$ cat config.mk
export PLATFORM = sky130hd
export DESIGN_NAME = ldtr_load_unit
export DESIGN_NICKNAME = d
export VERILOG_FILES = /design/src/rtl/ldtr_pkg.sv /design/src/rtl/ldtr_precheck.sv /design/src/rtl/ldtr_desc_decode.sv /design/src/rtl/ldtr_state_reg.sv /design/src/rtl/ldtr_load_unit.sv
export SDC_FILE = /design/constraint.sdc
export NUM_CORES = 1
export LEC_CHECK = 0
export BUFFER_PORTS_ARGS = -buffer_cell sky130_fd_sc_hd__buf_4
export CORE_ASPECT_RATIO = 1.4
export CORE_MARGIN = 4
export CORE_UTILIZATION = 52
export CTS_CLUSTER_SIZE = 40
export DETAILED_ROUTE_END_ITERATION = 10
export GPL_ROUTABILITY_DRIVEN = 0
export PLACE_DENSITY = 0.9
export SLEW_MARGIN = 40
export SYNTH_ARGS = -nofsm -noshare
export SYNTH_HDL_FRONTEND = slang
export SYNTH_SLANG_ARGS = --single-unit
$ cat constraint.sdc
create_clock -name clk_i -period 3.6 [get_ports clk_i]
set_clock_uncertainty 0.2 [all_clocks]
set_input_delay 0.72 -clock clk_i [delete_from_list [all_inputs] [get_ports clk_i]]
set_output_delay 0.72 -clock clk_i [all_outputs]
set_load 0.01 [all_outputs]
$ cat src/rtl/ldtr_pkg.sv
package ldtr_pkg;
  localparam int SEL_W  = 16;
  localparam int DESC_W = 64;
  localparam int BASE_W = 32;
  localparam int LIM_W  = 20;
  localparam logic [3:0] LDT_TYPE = 4'b0010;

  typedef enum logic [1:0] {
    FLT_NONE = 2'd0,
    FLT_UD   = 2'd1,
    FLT_GP   = 2'd2,
    FLT_NP   = 2'd3
  } fault_e;
endpackage

$ cat src/rtl/ldtr_precheck.sv
module ldtr_precheck
  import ldtr_pkg::*;
#(
  parameter int ADDR_W = 32,
  parameter int GLIM_W = 16
) (
  input  logic              prot_mode_i,
  input  logic [1:0]        cpl_i,
  input  logic [SEL_W-1:0]  sel_i,
  input  logic [ADDR_W-1:0] gdt_base_i,
  input  logic [GLIM_W-1:0] gdt_limit_i,
  output fault_e            fault_o,
  output logic [SEL_W-1:0]  err_o,
  output logic              null_o,
  output logic [ADDR_W-1:0] addr_o
);
  localparam int CMP_W = ((GLIM_W > SEL_W) ? GLIM_W : SEL_W) + 1;

  logic [SEL_W-1:0] offset;
  logic [CMP_W-1:0] last_byte;
  logic             over_limit;

  assign offset     = {sel_i[SEL_W-1:3], 3'b000};
  assign last_byte  = CMP_W'(offset) + CMP_W'(7);
  assign over_limit = last_byte > CMP_W'(gdt_limit_i);
  assign null_o     = (sel_i[SEL_W-1:2] == '0);
  assign addr_o     = gdt_base_i + ADDR_W'(offset);

  // priority: mode, privilege, null, table bit / limit
  always_comb begin
    fault_o = FLT_NONE;
    err_o   = '0;
    if (!prot_mode_i) begin
      fault_o = FLT_UD;
    end else if (cpl_i != 2'd0) begin
      fault_o = FLT_GP;
    end else if (null_o) begin
      fault_o = FLT_NONE;
    end else if (sel_i[2] || over_limit) begin
      fault_o = FLT_GP;
      err_o   = sel_i;
    end
  end
endmodule

$ cat src/rtl/ldtr_desc_decode.sv
module ldtr_desc_decode
  import ldtr_pkg::*;
(
  input  logic [DESC_W-1:0] desc_i,
  output logic [BASE_W-1:0] base_o,
  output logic [LIM_W-1:0]  limit_o,
  output fault_e            fault_o
);
  logic type_bad;
  logic present;
  logic unused_desc;

  assign base_o      = {desc_i[63:56], desc_i[39:16]};
  assign limit_o     = {desc_i[51:48], desc_i[15:0]};
  assign type_bad    = (desc_i[43:40] != LDT_TYPE) || desc_i[44];
  assign present     = desc_i[47];
  assign unused_desc = ^{desc_i[55:52], desc_i[46:45]};

  always_comb begin
    if (type_bad)      fault_o = FLT_GP;
    else if (!present) fault_o = FLT_NP;
    else               fault_o = FLT_NONE;
  end
endmodule

$ cat src/rtl/ldtr_state_reg.sv
module ldtr_state_reg
  import ldtr_pkg::*;
(
  input  logic              clk_i,
  input  logic              rst_ni,
  input  logic              load_i,
  input  logic [SEL_W-1:0]  sel_i,
  input  logic [BASE_W-1:0] base_i,
  input  logic [LIM_W-1:0]  limit_i,
  input  logic              valid_i,
  output logic [SEL_W-1:0]  sel_o,
  output logic [BASE_W-1:0] base_o,
  output logic [LIM_W-1:0]  limit_o,
  output logic              valid_o
);
  always_ff @(posedge clk_i or negedge rst_ni) begin
    if (!rst_ni) begin
      sel_o   <= '0;
      base_o  <= '0;
      limit_o <= '0;
      valid_o <= 1'b0;
    end else if (load_i) begin
      sel_o   <= sel_i;
      base_o  <= base_i;
      limit_o <= limit_i;
      valid_o <= valid_i;
    end
  end
endmodule

$ cat src/rtl/ldtr_load_unit.sv
module ldtr_load_unit
  import ldtr_pkg::*;
#(
  parameter int SRC_W  = 32,
  parameter int ADDR_W = 32,
  parameter int GLIM_W = 16
) (
  input  logic              clk_i,
  input  logic              rst_ni,
  input  logic              start_i,
  input  logic [SRC_W-1:0]  selector_i,
  input  logic [1:0]        cpl_i,
  input  logic              prot_mode_i,
  input  logic [ADDR_W-1:0] gdt_base_i,
  input  logic [GLIM_W-1:0] gdt_limit_i,
  output logic              mem_req_o,
  output logic [ADDR_W-1:0] mem_addr_o,
  input  logic              mem_valid_i,
  input  logic [DESC_W-1:0] mem_rdata_i,
  output logic              done_o,
  output logic [1:0]        fault_o,
  output logic [SEL_W-1:0]  err_code_o,
  output logic [SEL_W-1:0]  ldtr_sel_o,
  output logic [BASE_W-1:0] ldtr_base_o,
  output logic [LIM_W-1:0]  ldtr_limit_o,
  output logic              ldtr_valid_o
);
  typedef enum logic {ST_IDLE, ST_FETCH} state_e;

  state_e            state_q;
  logic [SEL_W-1:0]  sel_in, sel_q, err_q;
  logic [ADDR_W-1:0] addr_q, pre_addr;
  logic              done_q, pre_null;
  fault_e            fault_q, pre_fault, dec_fault;
  logic [SEL_W-1:0]  pre_err;
  logic [BASE_W-1:0] dec_base, ld_base;
  logic [LIM_W-1:0]  dec_limit, ld_limit;
  logic [SEL_W-1:0]  ld_sel;
  logic              ld_en, ld_valid;
  logic              accept, unused_src;

  // operand size has no effect: upper source bits dropped
  assign sel_in     = selector_i[SEL_W-1:0];
  assign unused_src = ^selector_i;
  assign accept     = (state_q == ST_IDLE) && start_i;

  ldtr_precheck #(.ADDR_W(ADDR_W), .GLIM_W(GLIM_W)) u_pre (
    .prot_mode_i (prot_mode_i),
    .cpl_i       (cpl_i),
    .sel_i       (sel_in),
    .gdt_base_i  (gdt_base_i),
    .gdt_limit_i (gdt_limit_i),
    .fault_o     (pre_fault),
    .err_o       (pre_err),
    .null_o      (pre_null),
    .addr_o      (pre_addr)
  );

  ldtr_desc_decode u_dec (
    .desc_i  (mem_rdata_i),
    .base_o  (dec_base),
    .limit_o (dec_limit),
    .fault_o (dec_fault)
  );

  always_comb begin
    ld_en    = 1'b0;
    ld_sel   = sel_q;
    ld_base  = dec_base;
    ld_limit = dec_limit;
    ld_valid = 1'b1;
    if (accept && pre_fault == FLT_NONE && pre_null) begin
      ld_en    = 1'b1;
      ld_sel   = sel_in;
      ld_base  = '0;
      ld_limit = '0;
      ld_valid = 1'b0;
    end else if (state_q == ST_FETCH && mem_valid_i && dec_fault == FLT_NONE) begin
      ld_en = 1'b1;
    end
  end

  ldtr_state_reg u_ldtr (
    .clk_i   (clk_i),
    .rst_ni  (rst_ni),
    .load_i  (ld_en),
    .sel_i   (ld_sel),
    .base_i  (ld_base),
    .limit_i (ld_limit),
    .valid_i (ld_valid),
    .sel_o   (ldtr_sel_o),
    .base_o  (ldtr_base_o),
    .limit_o (ldtr_limit_o),
    .valid_o (ldtr_valid_o)
  );

  always_ff @(posedge clk_i or negedge rst_ni) begin
    if (!rst_ni) begin
      state_q <= ST_IDLE;
      sel_q   <= '0;
      addr_q  <= '0;
      done_q  <= 1'b0;
      fault_q <= FLT_NONE;
      err_q   <= '0;
    end else begin
      done_q  <= 1'b0;
      fault_q <= FLT_NONE;
      err_q   <= '0;
      unique case (state_q)
        ST_IDLE: begin
          if (start_i) begin
            if (pre_fault != FLT_NONE || pre_null) begin
              done_q  <= 1'b1;
              fault_q <= pre_fault;
              err_q   <= pre_err;
            end else begin
              state_q <= ST_FETCH;
              sel_q   <= sel_in;
              addr_q  <= pre_addr;
            end
          end
        end
        ST_FETCH: begin
          if (mem_valid_i) begin
            state_q <= ST_IDLE;
            done_q  <= 1'b1;
            fault_q <= dec_fault;
            err_q   <= (dec_fault != FLT_NONE) ? sel_q : '0;
          end
        end
        default: state_q <= ST_IDLE;
      endcase
    end
  end

  assign mem_req_o  = (state_q == ST_FETCH);
  assign mem_addr_o = addr_q;
  assign done_o     = done_q;
  assign fault_o    = fault_q;
  assign err_code_o = err_q;
endmodule

; Word-level counts from Yosys, hierarchy flattened
; Index checks and enable logic that the tools add are counted.
[op_classes]
mux = 33
eq_ne = 1
n_bitwise = 2
div = 0
n_addsub = 2
n_reduce_logical = 15
order_cmp = 1
multipliers = 0
shifts = 0
[op_table]
columns = cell, count
row1 = $mux W16, 9
row2 = $add A32 B16 Y32, 1
row3 = $mux W32, 1
row4 = $pmux W16 S2, 1
row5 = $mux W20, 1
row6 = $mux W2, 9
row7 = $add A16 B3 Y17 const B, 1
row8 = $gt A17 B16 Y1, 1
row9 = $logic_not A14 Y1, 1
row10 = $mux W1, 9
row11 = $reduce_bool A2 Y1, 3
row12 = $logic_and A1 B1 Y1, 5
row13 = $logic_not A2 Y1, 2
row14 = $ne A4 B2 Y1 const B, 1
row15 = $pmux W1 S2, 2
row16 = $pmux W2 S2, 1
row17 = $logic_or A1 B1 Y1, 3
row18 = $reduce_and A3 Y1, 1
row19 = $not A1 Y1, 2
[word_totals]
mem_bits_rw = 0
inputBits = 151
regBits = 137
latchBits = 0
mem_bits_ro = 0
memories = 0

; Depth between registers and ports, before layout
[depth]
ltp_word = 12
depth_mapped = 10

; Cells and area by module
; Synthesis repeated with hierarchy kept, for this count alone.
[unflattened]
hier_cells = 667
area_unflattened_um2 = 7782.5
[modules_own_cells]
columns = module, instances, seq_area_each_um2, area_per_inst_um2, cells_each
row1 = ldtr_load_unit, 1, 1701.6, 3121.7, 230
row2 = ldtr_state_reg, 1, 1726.7, 2603.7, 146
row3 = ldtr_precheck, 1, 0.0, 1642.8, 236
row4 = ldtr_desc_decode, 1, 0.0, 414.1, 55

; Least setup slack after synthesis
; No wires, ideal clock.
[synth_path]
path_type = in2reg
start = input port gdt_limit_i[14]
end = register addr_q[10] (netlist: mem_addr_o[10])
setup_ns = 0.128
path_stages = 9
required_time_ns = 3.272
t_arrival_ns = 2.506
setup_slack_ns = 0.766
path_cell_list = inv_1 > ha_1 > a21o_1 > a211oi_1 > o21ai_0 > o31ai_1 > buf_2 > buf_2 > mux2_1
[synth_via]
elab_chain_cells = 10
[synth_lines]
columns = element, line_no
row1 = start: declaration, ldtr_load_unit.sv:15  ; input logic [GLIM_W-1:0] gdt_limit_i,
row2 = $gt A17 B16 Y1, ldtr_precheck.sv:25  ; assign over_limit = last_byte > CMP_W'(gdt_limit_i);
row3 = $logic_or A1 B1 Y1, ldtr_precheck.sv:39  ; end else if (sel_i[2] || over_limit) begin
row4 = $mux W2, ldtr_precheck.sv:39
row5 = $mux W2, ldtr_precheck.sv:37  ; end else if (null_o) begin
row6 = $mux W2, ldtr_precheck.sv:35  ; end else if (cpl_i != 2'd0) begin
row7 = $mux W2, ldtr_precheck.sv:33  ; if (!prot_mode_i) begin
row8 = $reduce_bool A2 Y1, ldtr_load_unit.sv:112  ; if (pre_fault != FLT_NONE || pre_null) begin
row9 = $logic_or A1 B1 Y1, ldtr_load_unit.sv:112
row10 = $not A1 Y1 (no line), --
row11 = $reduce_and A3 Y1 (no line), --
row12 = end signal: assignment, ldtr_load_unit.sv:119  ; addr_q <= pre_addr;
row13 = end: declaration, ldtr_load_unit.sv:32  ; logic [ADDR_W-1:0] addr_q, pre_addr;
; Every way passes these cells.
; A chain may end at the register's enable or synchronous reset.

; Worst setup path after layout
[layout_path]
start = input port selector_i[7]
end = register addr_q[28] (netlist: mem_addr_o[28])
[layout_via]
elab_chain_cells = 11
elab_cells_between_ends = 13
classes_between = add/sub (2) / order compare (1) / mux (4) / bitwise (1) / reduce/logical (5)
[layout_lines]
columns = element, line_no
row1 = start: declaration, ldtr_load_unit.sv:11  ; input logic [SRC_W-1:0] selector_i,
row2 = $add A16 B3 Y17, ldtr_precheck.sv:24  ; assign last_byte = CMP_W'(offset) + CMP_W'(7);
row3 = $gt A17 B16 Y1, ldtr_precheck.sv:25
row4 = $logic_or A1 B1 Y1, ldtr_precheck.sv:39
row5 = $mux W2, ldtr_precheck.sv:39
row6 = $mux W2, ldtr_precheck.sv:37
row7 = $mux W2, ldtr_precheck.sv:35
row8 = $mux W2, ldtr_precheck.sv:33
row9 = $reduce_bool A2 Y1, ldtr_load_unit.sv:112
row10 = $logic_or A1 B1 Y1, ldtr_load_unit.sv:112
row11 = $not A1 Y1 (no line), --
row12 = $reduce_and A3 Y1 (no line), --
; Parallel ways exist; a longest one is shown, timed or not.

==> impl_metrics.yaml <==
run_status:
  run_status: "completed"
global_route:
  antenna_found_initial: 0
  grt_first_pass_wirelength_mm: 30.4
  track_usage_pct: 27.4
  grt_pass1_vias: 5700
  grt_max_degree: 70
  grt-ovfl-total: 0
power_and_ir_drop:
  power.switching_w: 0.00116
  comb_power_share_pct: 19.1
  peakVddDrop_uv: 347
  seqPwrFrac_pct: 41.9
  p_leak_nw: 4.62
  p_per_area_nw_per_um2: 478
  p_int_w: 0.00317
  swShare_pct: 26.9
  p_clk_share_pct: 39.0
clock_network:
  postCtsHoldBufs: 0
  insertion_delay_ns: 0.41
  clk_path_buf_depth: 2
  cts_resized: 0
  clkTransAtPathRegs_ns: 0.06
  cts-root-buf: "clkbuf_16"
  tritoncts: "done"
  htreeDepth: 4
  cts_buffers: 17
  post-cts-setup-buffer-count: 0
  cts_sinks: 137
floorplanning:
  initial_core_util_pct: 53.7
  io_pins: 272
  core_sq_um: 12000
  die_w_um: 102
  fp.dieH_um: 140
  rows: 47
  die_area_sq_um: 14300
drt:
  drt_iter0_drc: 274
  drt_first_pass_iters: 6
  drc: 0
  route.vias.total: 5654
  drt-total-wl_mm: 19.6
  wire_per_inst_um: 20.6
  viasPerCell: 5.93
  ant_nets: 0
sta:
  fmax_mhz: 346
  finalCriticalPeriod_ns: 2.89
  max_slew.worst_pin.slew_ns: 0.734
  slew_headroom_pct: 51.0
  finalMaxSlewViolations: 0
  hold_viol_final: 0
  tns_ns: 0
  period_share_pct: 80.4
  grt_setup_unrepaired: "no"
  setup_violations: 0
worst_setup_path:
  cp_data_required_time_ns: 3.72
  crit_arrival_ns: 3.01
  crit_slowest_cell: "or4_1"
  cp_max_fo: 12
  cp-end-kind: "register"
  critPathTopFamily: "compound AO/OA/AOI/OAI gates"
  worstSetupPathType: "input pin to register"
  start_kind: "input pin"
  path_cells: "buf_4, ha_1, and2_4, a221oi_2, buf_4, a31oi_4, a31oi_2, or4_1, a31oi_1"
  crit_top_cell: "buf_4"
  cpPeakStageDelay_ns: 0.60
  worst-path-buf-inv: 2
synthesis:
  synth_cell_type_count: 59
  yosys-top-cells-area: "dfrtp_1 53%, a22o_1 12%, ha_1 5.1%"
  synthArstFlopShare_pct: 100
  synthCells: 545
  syn_nets: 723
  synth_seq_cells: 137
  yosysSeqAreaShare_pct: 53.2
  avgSynthCellArea_sq_um: 11.8
  netlist_top_cells_count: "137 x dfrtp_1, 85 x a22o_1, 30 x nor2_1, 26 x ha_1, 22 x inv_1"
  synth_top_area_share_pct: 53.2
  synth_edf_count: 0
  synth_top_flop_cell: "dfrtp_1"
  yosysMostFrequentCell: "dfrtp_1"
  yosys_warnings: 0
  synth_top_area_cell: "dfrtp_1"
  syn_area_sq_um: 6440
cells_and_area:
  area_growth_pct: 40.9
  final_area_sq_um: 9070
  num_antenna_cells: 0
  finish.utilization_pct: 75.6
  nets: 972
  drive_gt1_share_pct: 39.8
place:
  portBuffers: 249
  hpwl_mm: 14.7
  place_area_sq_um: 8490
flow_run:
  maxCapViolations: 0
worst_hold_path:
  hp-class: "input pin to asynchronous set/reset pin"
==> worst paths after layout <==
| kind | endpoint | slack, ns | start | depth (start not counted) |
|---|---|---|---|---|
| worst max-delay path | mem_addr_o[28]$_DFFE_PN0P_ | 0.71 | selector_i[7] | 9 |
| worst min-delay path | mem_addr_o[12]$_DFFE_PN0P_ | 0.07 | rst_ni | 1 |
| worst max register to register | sel_q[15]$_DFFE_PN0P_ | 1.17 | mem_req_o$_DFF_PN0_ | 6 |
| worst min register to register | mem_addr_o[8]$_DFFE_PN0P_ | 0.29 | mem_addr_o[8]$_DFFE_PN0P_ | 1 |
| max in group asynchronous | mem_addr_o[20]$_DFFE_PN0P_ | 2.30 | rst_ni | 2 |
| min in group clk_i | mem_addr_o[8]$_DFFE_PN0P_ | 0.29 | mem_addr_o[8]$_DFFE_PN0P_ | 1 |
==> worst reg2reg max path, stage by stage (launching register included) <==
cell	delay (ns)
dfrtp_1	0.43
nand3b_1	0.24
nor3_2	0.25
nand2_1	0.17
o31ai_4	0.30
buf_12	0.33
mux2_1	0.39
==> power groups by stage <==
stage / combinational [W] / sequential (W) / clock, W
finish: 0.000827 / 0.00182 / 0.00169
global route: 0.000904 / 0.00183 / 0.00179
CTS: 0.000832 / 0.00181 / 0.00172
detailed placement: 0.000827 / 0.00184 / 0
global placement: 0.000795 / 0.00183 / 0
floorplan: 0.000317 / 0.00188 / 0
==> through the flow <==
stage	std cells	hold slack (ns)	power (W)	worst slack [ns]
after CTS	954	0.0849	0.00437	0.743
after global routing	954	0.104	0.00453	0.597
after detailed placement	922	0.276	0.00266	0.321
final	954	0.0687	0.00434	0.706
after global placement	920	0.264	0.00262	0.384
after floorplan	545	0.224	0.00220	0.766
==> layout by cell type, fill, tap and decap left out, types with 4 or more instances in the layout <==
master     netlist  final
a21oi_1         18     18
o31ai_1         11     10
buf_4            2    254
ha_1            26     26
o21ai_0         11     11
nand2_1         18     18
xnor2_1          6      6
a21o_1          10     10
nor3_1           4      4
nor4_1           6      6
nand3_1          7      7
inv_1           22     22
a31oi_1         17     17
clkinv_4         0      4
nand2b_1         8      8
nor2_1          30     28
dfrtp_1        137    137
o21a_1           4      4
or4_1            8      8
mux2_1          14     14
xor2_1           4      4
nand4_1          7      7
a22o_1          85     85
clkbuf_16        0     17
mux2_2          16     16
==> cell families (layout without fill, tap and decap cells) <==
logic type,Yosys count,count (layout),synth area share (%)
xor gates and xnor gates,10,10,1.36
buffers and inverters,51,313,3.61
AOI/OAI and AO/OA,177,177,21.5
and+or+nand+nor,112,112,9.54
DFF,137,137,53.2
muxes,31,31,5.40
adders and majority gates,27,27,5.36
==> registers in the layout, indices dropped and copies added, names as in the netlist <==
register and count:
mem_addr_o 32, u_ldtr.sel_o 16, done_o 1, mem_req_o 1
fault_o 2, err_code_o 16, u_ldtr.valid_o 1, u_ldtr.base_o 32
u_ldtr.limit_o 20, sel_q 16
==> area by class of cell <==
| type | count | area [sq um] |
|---|---|---|
| sequential | 137 | 3430 |
| fill | 820 | 2930 |
| multi-input combinational | 357 | 2810 |
| timing repair buffer | 259 | 1990 |
| clock buffer | 19 | 433 |
| tap | 147 | 184 |
| clock inverter | 13 | 148 |
| inverter | 22 | 82.6 |
==> per-layer routing <==
| layer | vias up | global-route usage [%] | share of wire, % | wire, um |
|---|---|---|---|---|
| li1 | 2562 | - | - | - |
| met1 | 2733 | 31.7 | 35 | 6890 |
| met2 | 312 | 48.5 | 52 | 10200 |
| met3 | 47 | 7.31 | 10 | 2030 |
| met4 | 0 | 8.50 | 2.6 | 512 |
| met5 | - | 0 | 0 | 0 |
(Power assumes the default switching activity.)
